File: src/rtl/pxc_pkg.sv
package pxc_pkg;
    localparam int NPIX = 8;
    localparam int PIXW = 8;
    localparam int PLW  = $clog2(PIXW);
    localparam int PCW  = PLW + 1;

    typedef enum logic [2:0] {
        ST_IDLE,
        ST_PREP,
        ST_READ,
        ST_WRITE,
        ST_DONE
    } pxc_state_e;

    function automatic logic [PCW-1:0] plane_count(input logic [1:0] sel);
        logic [PCW-1:0] n;
        unique case (sel)
            2'd0:    n = PCW'(2);
            2'd1:    n = PCW'(4);
            default: n = PCW'(8);
        endcase
        return n;
    endfunction
endpackage

File: src/rtl/pxc_plane_pack.sv
module pxc_plane_pack
    import pxc_pkg::*;
(
    input  logic [NPIX*PIXW-1:0] row,
    input  logic [PLW-1:0]       plane,
    output logic [NPIX-1:0]      plane_byte
);
    generate
        for (genvar x = 0; x < NPIX; x++) begin : g_pix
            logic [PIXW-1:0] pix;
            assign pix           = row[x*PIXW +: PIXW];
            assign plane_byte[x] = pix[plane];
        end
    endgenerate
endmodule

File: src/rtl/pxc_plane_offset.sv
module pxc_plane_offset
    import pxc_pkg::*;
#(
    parameter int AW = 16
) (
    input  logic [AW-1:0]  base,
    input  logic [PLW-1:0] plane,
    output logic [AW-1:0]  addr
);
    localparam int OFW = 6;
    logic [OFW-1:0] offset;

    // planes pair up inside a 16-byte stride: pair index selects the stride, low bit the byte
    assign offset = {plane[PLW-1:1], 3'b000, plane[0]};
    assign addr   = base + {{(AW-OFW){1'b0}}, offset};
endmodule

File: src/rtl/pxc_access_timer.sv
module pxc_access_timer #(
    parameter int FAST_COST = 5,
    parameter int SLOW_COST = 6
) (
    input  logic clk,
    input  logic rst_n,
    input  logic load,
    input  logic fast,
    output logic expired
);
    localparam int MAXC = (FAST_COST > SLOW_COST) ? FAST_COST : SLOW_COST;
    localparam int CW   = $clog2(MAXC + 1);

    logic [CW-1:0] cnt;

    always_ff @(posedge clk) begin
        if (!rst_n) begin
            cnt <= '0;
        end else if (load) begin
            cnt <= fast ? CW'(FAST_COST - 1) : CW'(SLOW_COST - 1);
        end else if (cnt != '0) begin
            cnt <= cnt - CW'(1);
        end
    end

    assign expired = (cnt == '0);
endmodule

File: src/rtl/pxc_flush_engine.sv
module pxc_flush_engine
    import pxc_pkg::*;
#(
    parameter int AW        = 16,
    parameter int FAST_COST = 5,
    parameter int SLOW_COST = 6
) (
    input  logic                 clk,
    input  logic                 rst_n,
    input  logic                 start,
    input  logic [NPIX*PIXW-1:0] row_data,
    input  logic [NPIX-1:0]      pend_mask,
    input  logic [1:0]           bpp_sel,
    input  logic [AW-1:0]        base_addr,
    input  logic                 fast_sel,
    output logic                 mem_rd,
    output logic                 mem_wr,
    output logic [AW-1:0]        mem_addr,
    output logic [7:0]           mem_wdata,
    input  logic [7:0]           mem_rdata,
    output logic                 busy,
    output logic                 done,
    output logic [NPIX-1:0]      pend_mask_o
);
    localparam logic [NPIX-1:0] MASK_FULL = '1;

    pxc_state_e state, state_nx;

    logic [NPIX*PIXW-1:0] row_q;
    logic [NPIX-1:0]      mask_q;
    logic [PCW-1:0]       planes_q;
    logic [AW-1:0]        base_q;
    logic                 fast_q;
    logic [PLW-1:0]       plane_q;
    logic [7:0]           old_q;

    logic                 t_load;
    logic                 t_expired;
    logic                 last_plane;
    logic [NPIX-1:0]      new_byte;
    logic [AW-1:0]        plane_addr;

    pxc_plane_pack u_pack (
        .row        (row_q),
        .plane      (plane_q),
        .plane_byte (new_byte)
    );

    pxc_plane_offset #(.AW(AW)) u_offset (
        .base  (base_q),
        .plane (plane_q),
        .addr  (plane_addr)
    );

    pxc_access_timer #(.FAST_COST(FAST_COST), .SLOW_COST(SLOW_COST)) u_timer (
        .clk     (clk),
        .rst_n   (rst_n),
        .load    (t_load),
        .fast    (fast_q),
        .expired (t_expired)
    );

    assign last_plane = ({1'b0, plane_q} == (planes_q - PCW'(1)));
    assign t_load     = ((state == ST_PREP) && (mask_q != '0)) ||
                        ((state == ST_READ) && t_expired);

    // state register
    always_ff @(posedge clk) begin
        if (!rst_n) state <= ST_IDLE;
        else        state <= state_nx;
    end

    // transitions
    always_comb begin
        state_nx = state;
        unique case (state)
            ST_IDLE:  if (start) state_nx = ST_PREP;
            ST_PREP: begin
                if (mask_q == '0)             state_nx = ST_DONE;
                else if (mask_q == MASK_FULL) state_nx = ST_WRITE;
                else                          state_nx = ST_READ;
            end
            ST_READ:  if (t_expired) state_nx = ST_WRITE;
            ST_WRITE: if (t_expired) state_nx = last_plane ? ST_DONE : ST_PREP;
            ST_DONE:  state_nx = ST_IDLE;
            default:  state_nx = ST_IDLE;
        endcase
    end

    // datapath registers
    always_ff @(posedge clk) begin
        if (!rst_n) begin
            row_q    <= '0;
            mask_q   <= '0;
            planes_q <= '0;
            base_q   <= '0;
            fast_q   <= 1'b0;
            plane_q  <= '0;
            old_q    <= '0;
        end else begin
            if ((state == ST_IDLE) && start) begin
                row_q    <= row_data;
                mask_q   <= pend_mask;
                planes_q <= plane_count(bpp_sel);
                base_q   <= base_addr;
                fast_q   <= fast_sel;
                plane_q  <= '0;
            end
            if ((state == ST_READ) && t_expired) begin
                old_q <= mem_rdata;
            end
            if ((state == ST_WRITE) && t_expired) begin
                if (last_plane) mask_q  <= '0;
                else            plane_q <= plane_q + PLW'(1);
            end
        end
    end

    // outputs
    always_comb begin
        mem_rd      = (state == ST_READ);
        mem_wr      = (state == ST_WRITE);
        mem_addr    = plane_addr;
        mem_wdata   = (new_byte & mask_q) | (old_q & ~mask_q);
        busy        = (state != ST_IDLE);
        done        = (state == ST_DONE);
        pend_mask_o = mask_q;
    end
endmodule

File: config.mk
export PLATFORM = sky130hd
export DESIGN_NAME = pxc_flush_engine
export DESIGN_NICKNAME = d
export VERILOG_FILES = /design/src/rtl/pxc_pkg.sv /design/src/rtl/pxc_plane_pack.sv /design/src/rtl/pxc_plane_offset.sv /design/src/rtl/pxc_access_timer.sv /design/src/rtl/pxc_flush_engine.sv
export SDC_FILE = /design/constraint.sdc
export NUM_CORES = 1
export LEC_CHECK = 0
export BUFFER_PORTS_ARGS = -buffer_cell sky130_fd_sc_hd__buf_4
export CAP_MARGIN = 20
export CELL_PAD_IN_SITES_DETAIL_PLACEMENT = 0
export CELL_PAD_IN_SITES_GLOBAL_PLACEMENT = 1
export CORE_MARGIN = 5
export CORE_UTILIZATION = 41
export CTS_CLUSTER_SIZE = 16
export DETAILED_ROUTE_END_ITERATION = 12
export GPL_TIMING_DRIVEN = 0
export HOLD_SLACK_MARGIN = 0.05
export PLACE_DENSITY_LB_ADDON = 0.1
export SYNTH_ARGS = -nofsm -noshare
export SYNTH_HDL_FRONTEND = slang
export SYNTH_SLANG_ARGS = --single-unit
File: constraint.sdc
create_clock -name clk -period 3.97 [get_ports clk]
set_clock_uncertainty 0.1 [all_clocks]
set_input_delay 0.1985 -clock clk [delete_from_list [all_inputs] [get_ports clk]]
set_output_delay 0.1985 -clock clk [all_outputs]
set_load 0.01 [all_outputs]
* After elaboration in Yosys (flattened, before gate mapping)
Index checks and enable logic that the tools add are counted.
Cells by class: add/sub/neg operators 4, reductions and logical operators 14, bitwise gates (word level) 4, equality and inequality tests 10, mux-type cells 33, $lt $le $gt $ge 1
Operator list (number):
- 2-to-1 mux 3 bit | 10
- binary-select mux 1 bit (select 3 bit) | 8
- 2-to-1 mux 8 bit | 3
- adder 16 x 6 -> 16 bit | 1
- AND 8 bit | 2
- one-hot mux 3 bit (4 select lines) | 1
- 2-to-1 mux 1 bit | 10
- == test 8 bit, second input constant | 1
- zero test 8 bit | 1
- inverter 8 bit | 1
- bitwise OR 8 bit | 1
- one-hot mux 4 bit (2 select lines) | 1
- nonzero test 8 bit | 1
- == test 3 x 2 -> 1 bit, second input constant | 2
- zero test 3 bit | 2
- nonzero test 3 bit | 2
- == test 3 x 4 -> 1 bit | 1
- logical AND 1 bit | 4
- < comparator 3 x 4 -> 1 bit, second input constant | 1
- != test 2 x 1 -> 1 bit, second input constant | 2
- subtractor 4 x 1 -> 4 bit, second input constant | 1
- adder 3 x 1 -> 3 bit, second input constant | 1
- == test 3 x 1 -> 1 bit, second input constant | 1
- == test 3 bit, second input constant | 1
- 7 further kinds | 7
Storage, ports and cells: word-level logic and storage cells 75, flip-flop bits (word level) 110

* Logic depth before layout (Yosys ltp)
Gate-level depths: netlist of the first run.
depth in word-level cells 5, depth in mapped cells 7, mapped depth without buffers 6

* Modules after synthesis
A second synthesis of the first run with hierarchy kept.
Second synthesis, totals: cells, all modules 592, area total of the unflattened synthesis 5275.1 µm²
By module, submodules not included:
- pxc_flush_engine | cells each 503, times used 1, area an instance 4204.0 µm²
- pxc_plane_pack | cells each 29, times used 1, area an instance 550.5 µm²
- pxc_plane_offset | cells each 41, times used 1, area an instance 330.3 µm²
- pxc_access_timer | cells each 19, times used 1, area an instance 190.2 µm²

* Worst setup path after synthesis of the first run
Ideal clock, no wire load.
path type register to output, from register plane_q[0], to output mem_addr[12], data required time 3672 ps, setup slack 2176 ps, stages on the path, launching flop included 7, arrival 1495 ps, path buffers 0, cells stage by stage dfxtp_1 ha_1 ha_1 nand4_1 a21oi_1 nand4_1 xnor2_1
Between the ends: cells in the longest elaborated chain, start to end 1
Ends and longest elaborated chain:
- from (decl) | line pxc_flush_engine.sv:34 | logic [PLW-1:0] plane_q;
- from (signal assigned) | line pxc_flush_engine.sv:114 | else plane_q <= plane_q + PLW'(1);
- adder 16 x 6 -> 16 bit | line pxc_plane_offset.sv:15 | assign addr = base + {{(AW-OFW){1'b0}}, offset};
- to (decl) | line pxc_flush_engine.sv:18 | output logic [AW-1:0] mem_addr,
Every way passes these cells.

* Worst setup path after layout of the first run
from register plane_q[0], to output mem_wdata[3]
Between the ends: cells in the longest elaborated chain, start to end 4
Ends and longest elaborated chain:
- binary-select mux 1 bit (select 3 bit) | line pxc_plane_pack.sv:12 | assign plane_byte[x] = pix[plane];
- 2-to-1 mux 1 bit (not written as such) | line pxc_plane_pack.sv:12
- AND 8 bit | line pxc_flush_engine.sv:124 | mem_wdata = (new_byte & mask_q) | (old_q & ~mask_q);
- bitwise OR 8 bit | line pxc_flush_engine.sv:124
- to (decl) | line pxc_flush_engine.sv:19 | output logic [7:0] mem_wdata,
Every way passes these cells. The select of a mux whose other input is x is not followed.

==> impl_metrics.tcl, run 1 <==
set metrics [dict create \
    dieWidth_um 120 \
    crit_buf_inv 3 \
    synth_async_sr_flop_share_pct 0 \
    synth_area_leaders "dfxtp_1 44%, nand2_1 16%, a21oi_1 11%" \
    ys_ff_latch 109 \
    place_congestion 0.841 \
    ys_types 43 \
    p_per_area_nw_per_um2 397 \
    clockRootBuffer "clkbuf_16" \
    synth_mux_area_share_pct 7.21 \
    synth_top_family_by_area "simple AND/OR/NAND/NOR gates" \
    worstPathMaxFanout 10 \
    p_leak_nw 3.07 \
    ios 138 \
    worst_slew_pin_slew_ns 0.735 \
    r2r-start "plane_q[0]$_SDFF_PN0_" \
    hold_end "state[1]$_SDFFE_PN0P_" \
    synth_top_area_share_pct 43.7 \
    cts_sinks 109 \
    rr_worst_depth 5 \
    whs_ns 0.0599 \
    synthSimpleGateAreaFrac_pct 23.9 \
    syn2layout_area_growth_pct 49.4 \
    overflow 0 \
    ctsHtreeMaxLevel 3 \
    path_class "reg2out" \
    rows 40 \
    antenna_found_initial 0 \
    drc 0 \
    drv_slew 0 \
    cts_made_buffers 9 \
    fin_crit_sh_pct 64.9 \
    cpLargestDelayFamily "buffers and inverters" \
    arrival_ns 2.28 \
    yosysSeqAreaShare_pct 43.7 \
    setup_viol 0 \
    synth_xor_area_share_pct 2.81 \
    detail-route-antenna-nets 0 \
    yosysTopAreaCell "dfxtp_1" \
    status "finished, final reports clean" \
    maxSlewHeadroom_pct 50.7 \
    yosys-top-cells-count "215 x nand2_1, 109 x dfxtp_1, 107 x a21oi_1" \
    critPathRequiredTime_ns 3.67 \
    drt-initial-drc-count 290 \
    start_util_pct 41.8 \
    crit_chain "buf_4, buf_4, mux4_2, nand2_1, a31oi_1, buf_4" \
    drt-total-wl_um 15500 \
    max_cap_violations 0 \
    grt_usage_pct 21.5 \
    cts_setup_buffers 0 \
    hold_depth 3 \
    min_from "start" \
    rr_endpoint "pend_mask_o[3]$_SDFF_PN0_" \
    crit_cells 6 \
    fin_nets 973 \
    worst_path_max_delay_cell "mux4_2" \
    diodes 0 \
    port-buffer-count 137 \
    synth_area_sq_um 4990 \
    die_y_um 120 \
    avgSynthCellArea_sq_um 8.10 \
    hold_viol 0 \
    rrSetupSlack_ns 1.59 \
    cp_common_cell "buf_4" \
    max_freq_ghz 0.388 \
    endpoint_kind "output port" \
    finalSetupTns_ns 0 \
    grt_max_degree 17 \
    grt_pass1_vias 5018 \
    dp_hpwl_um 11100 \
    synthMostInstantiatedCell "nand2_1" \
    rsz0062_at_grt "false" \
    grt_pass1_wl_um 24800 \
    avgRoutedWirePerCell_um 15.3 \
    cp-start-kind "register" \
    ctsResizeCount 0 \
    tritoncts "done" \
    synthAdderAreaFrac_pct 2.00 \
    fin_crit_ns 2.58 \
    drive_gt1_share_pct 22.5 \
    hp-class "in2reg" \
    synth_edf_count 0 \
    syn_inst 617 \
    fp.coreArea_sq_um 12000 \
    clk_latency_ns 0.34 \
    dr.pass1.iters 7 \
    vdd_ir_drop_max_uv 288 \
    viasPerCell 5.04 \
    syn-num-nets 727 \
    synth-compound-area-share_pct 14.8 \
    vias 5109 \
    synth_ff_type "dfxtp_1" \
    cts.path.max_buffers 2 \
    dieArea_sq_um 14500 \
    clk_pin_slew_ns 0.07 \
    synth_warnings 0 \
    cpPeakStageDelay_ns 0.56 \
]
sequential cells by signal (all words and copies together) (netlist names), 3 cells and up:
name and flops:
row_q 64, u_timer.cnt 3, old_q 8, base_q 16
plane_q 3, pend_mask_o 8, state 3, planes_q 3
worst register-to-register path, stage by stage, from the launching register on:
cell	delay, ns
dfxtp_1	0.38
buf_4	0.29
buf_4	0.31
nand4_1	0.35
o21ai_1	0.71
a21oi_1	0.09
area by class of cell:
cell class,instances,area [sq um]
plain buffers,40,248
clock buffers,11,253
clock inverters,3,22.5
fillers,1051,4500
inverters,8,30.0
multi-input cells,460,2530
flip-flops and latches,109,2180
well taps,147,184
repair buffers,235,2010
cell families after synthesis:
family / count (synthesis)
simple gates: 283
compound gates: 137
flops: 109
buf+inv: 48
xor+xnor: 16
mux: 16
fa+ha+maj: 8
metrics by stage:
stage | worst slack [ns] | cell area (sq um) | instances | util (%) | total power [mW]
global route | 1.27 | 7460 | 1013 | 62.4 | 3.12
CTS | 1.33 | 7460 | 1013 | 62.4 | 2.98
floorplan | 2.18 | 4990 | 617 | - | 1.77
detailed placement | 1.56 | 6210 | 901 | 51.9 | 2.06
global placement | 1.63 | 6210 | 901 | 51.9 | 2.04
finish | 1.39 | 7460 | 1013 | 62.4 | 2.96
per-layer routing:
metal | GRT usage [%] | routed length (um) | vias up
li1 | - | - | 2580
met2 | 38.1 | 7820 | 134
met5 | 0 | 0 | -
met1 | 26.6 | 6660 | 2371
met4 | 6.23 | 297 | 0
met3 | 4.07 | 759 | 24
cell usage in the layout (no fill, tap or decap), types with 3 or more instances in the layout:
| master | n |
|---|---|
| nand3_1 | 17 |
| nand4_1 | 7 |
| dlygate4sd3_1 | 98 |
| mux4_2 | 16 |
| buf_4 | 140 |
| o21ai_0 | 4 |
| buf_2 | 9 |
| nor2_1 | 19 |
| a31oi_1 | 9 |
| dfxtp_1 | 109 |
| xor2_1 | 5 |
| nor3_1 | 3 |
| a21oi_1 | 107 |
| buf_6 | 10 |
| ha_1 | 8 |
| nand2_1 | 215 |
| xnor2_1 | 11 |
| inv_1 | 7 |
| clkbuf_16 | 9 |
| clkbuf_1 | 18 |
| nor2b_1 | 4 |
| nor3b_1 | 3 |
power breakdown:
part / internal, mW / switching [mW] / total, mW
combinational: 0.399 / 0.430 / 0.828
sequential: 1.21 / 0.0789 / 1.29
clock: 0.455 / 0.394 / 0.848
total: 2.06 / 0.902 / 2.96
what timing repair did:
action                                  4_1_cts  5_1_grt
hold endpoints to repair                    101        0
hold buffers                                 98        0
endpoints found under the setup margin        0        0
how the worst max path moves through the flow:
stage,from,endpoint,slack [ns]
6_report,plane_q[0]$_SDFF_PN0_,mem_wdata[3],1.39
5_1_grt,plane_q[0]$_SDFF_PN0_,mem_wdata[4],1.27
4_1_cts,plane_q[0]$_SDFF_PN0_,mem_wdata[4],1.33
3_5_place_dp,plane_q[0]$_SDFF_PN0_,pend_mask_o[2]$_SDFF_PN0_,1.56
3_3_place_gp,plane_q[0]$_SDFF_PN0_,pend_mask_o[5]$_SDFF_PN0_,1.63
2_1_floorplan,plane_q[0]$_SDFF_PN0_,mem_addr[12],2.18
Note: power is estimated with default switching activity, not from simulation.
==> inputs of run 2 (changes only) <==
Settings changed: CORE_UTILIZATION 41 to 38.
Clock period 3.97 ns to 2.5 ns, I/O delays scaled along.
==> run 2 against run 1 <==
Net effect:
- first-iteration DRC count shrank 43%
- die area increased by 7.2%
- cell count increased by 3.0%
- non-clock buffer count rose by 5
- count of clock-buffer cells in the layout is 1 higher
- setup slack got worse by 1.3 ns
- sequential share of layout area is 0.41 points lower
- utilization fell by 3.1 points
- highest routed layer unchanged
- design area rose by 1.4%
- critical path type unchanged
- worst hold slack improved by 0.29 ns
- flip-flop and latch count stayed put
==> impl_metrics.tcl, run 2 (synthesis results as in run 1) <==
set metrics [dict create \
    status "finished, final reports clean" \
    detail-route-antenna-nets 0 \
    cp_common_cell "buf_6" \
    p_leak_nw 3.10 \
    grt_usage_pct 20.8 \
    cpPeakStageDelay_ns 0.55 \
    drc 0 \
    mostFrequentLayoutCells "215 x nand2_1, 141 x buf_4, 109 x dfxtp_1" \
    cp-start-kind "register" \
    dieWidth_um 125 \
    grt_pass1_wl_um 26200 \
    pre_cts_ws_ns 0.0827 \
    rsz0062_at_grt "true" \
    fin_util_pct 59.3 \
    dp_hpwl_um 11200 \
    fill_cells 1156 \
    syn2layout_area_growth_pct 51.5 \
    drv_slew 0 \
    max_freq_ghz 0.417 \
    avgRoutedWirePerCell_um 15.3 \
    largest_reg_flops 64 \
    final_common_cell "nand2_1" \
    max_cap_violations 0 \
    clk_pin_slew_ns 0.07 \
    vias 5074 \
    setup_viol 0 \
    ctsHtreeMaxLevel 3 \
    worst_path_max_delay_cell "mux4_2" \
    multi_input_area_sq_um 2550 \
    maxSlewHeadroom_pct 50.0 \
    dpl_cell_area_sq_um 6240 \
    fin_crit_ns 2.40 \
    design_area_sq_um 7570 \
    dieArea_sq_um 15500 \
    dr.pass1.iters 4 \
    rows 41 \
    reg_top3 "row_q (64), base_q (16)" \
    drt-initial-drc-count 164 \
    dp_cells 926 \
    fin_crit_sh_pct 96.0 \
    overflow 0 \
    cts_sinks 109 \
    place_congestion 0.818 \
    drive_gt1_share_pct 22.6 \
    fin_nets 978 \
    cts_made_buffers 9 \
    drt-total-wl_um 15900 \
    cts.path.max_buffers 2 \
    fp.coreArea_sq_um 12800 \
    worstPathMaxFanout 10 \
    worst_slew_pin_slew_ns 0.746 \
    whs_ns 0.353 \
    crit_chain "buf_6, buf_6, mux4_2, nand2_1, a31oi_1, buf_4" \
    arrival_ns 2.17 \
    top_register "row_q" \
    layout.cells.non_filler 1043 \
    tritoncts "done" \
    clockRootBuffer "clkbuf_16" \
    p_per_area_nw_per_um2 628 \
    antenna_found_initial 0 \
    port-buffer-count 137 \
    ff_latch_area_sq_um 2180 \
    hold_viol 0 \
    ios 138 \
    grt_pass1_vias 5131 \
    vdd_ir_drop_max_uv 352 \
    finalSetupTns_ns 0 \
    endpoint_kind "output port" \
    clk_latency_ns 0.34 \
    grt_max_degree 16 \
    critPathRequiredTime_ns 2.28 \
    viasPerCell 4.86 \
    hp-class "reg2reg" \
    die_y_um 125 \
    fin_ws_ns 0.100 \
    path_class "reg2out" \
    diodes 0 \
    start_util_pct 39.1 \
    power_mw 4.75 \
]
[run 2: report_power, final]
part	switching [mW]	internal, mW	total [mW]	leakage (nW)
clock	0.603	0.793	1.40	0.139
combinational	0.680	0.636	1.32	2.06
sequential	0.126	1.92	2.04	0.893
[run 2: area by class of cell]
class / count / share of cell area [%]
Multi-Input combinational cell: 460 / 33.6
Sequential cell: 109 / 28.8
Timing Repair Buffer: 240 / 27.1
Buffer: 40 / 3.41
Clock buffer: 12 / 3.26
Tap cell: 172 / 2.84
Clock inverter: 2 / 0.463
Inverter: 8 / 0.413
[run 2: repair_timing]
action / in CTS / in global routing
setup endpoints to repair: 8 / 5
hold endpoints to repair: 105 / 0
buffers inserted: 0 / 2
pin swaps: 0 / 1
resized for setup: 4 / 2
hold buffers: 101 / 0
[run 2: final timing paths]
kind	depth (start not counted)	start	slack, ns	end
max	6	plane_q[0]$_SDFF_PN0_	0.10	mem_wdata[4]
min	2	row_q[22]$_SDFFE_PN0P_	0.35	row_q[22]$_SDFFE_PN0P_
max reg2reg	5	plane_q[1]$_SDFF_PN0_	0.20	pend_mask_o[4]$_SDFF_PN0_
min reg2reg	2	row_q[22]$_SDFFE_PN0P_	0.35	row_q[22]$_SDFFE_PN0P_
[run 2: per-layer routing]
layer	vias to the layer above	part of all wire [%]	wire (um)	track usage, %
li1	2588	-	-	-
met1	2344	43	6910	25.8
met2	122	51	8070	36.9
met3	20	3.8	606	2.96
met4	0	2.1	328	6.83
met5	-	0	0	0
[run 2: worst max-delay path, delay by kind of cell (launching register included)]
kind,cells,cell delay [ns]
buf+inv,3,0.64
mux,1,0.55
flops,1,0.40
compound gates,1,0.12
simple gates,1,0.09
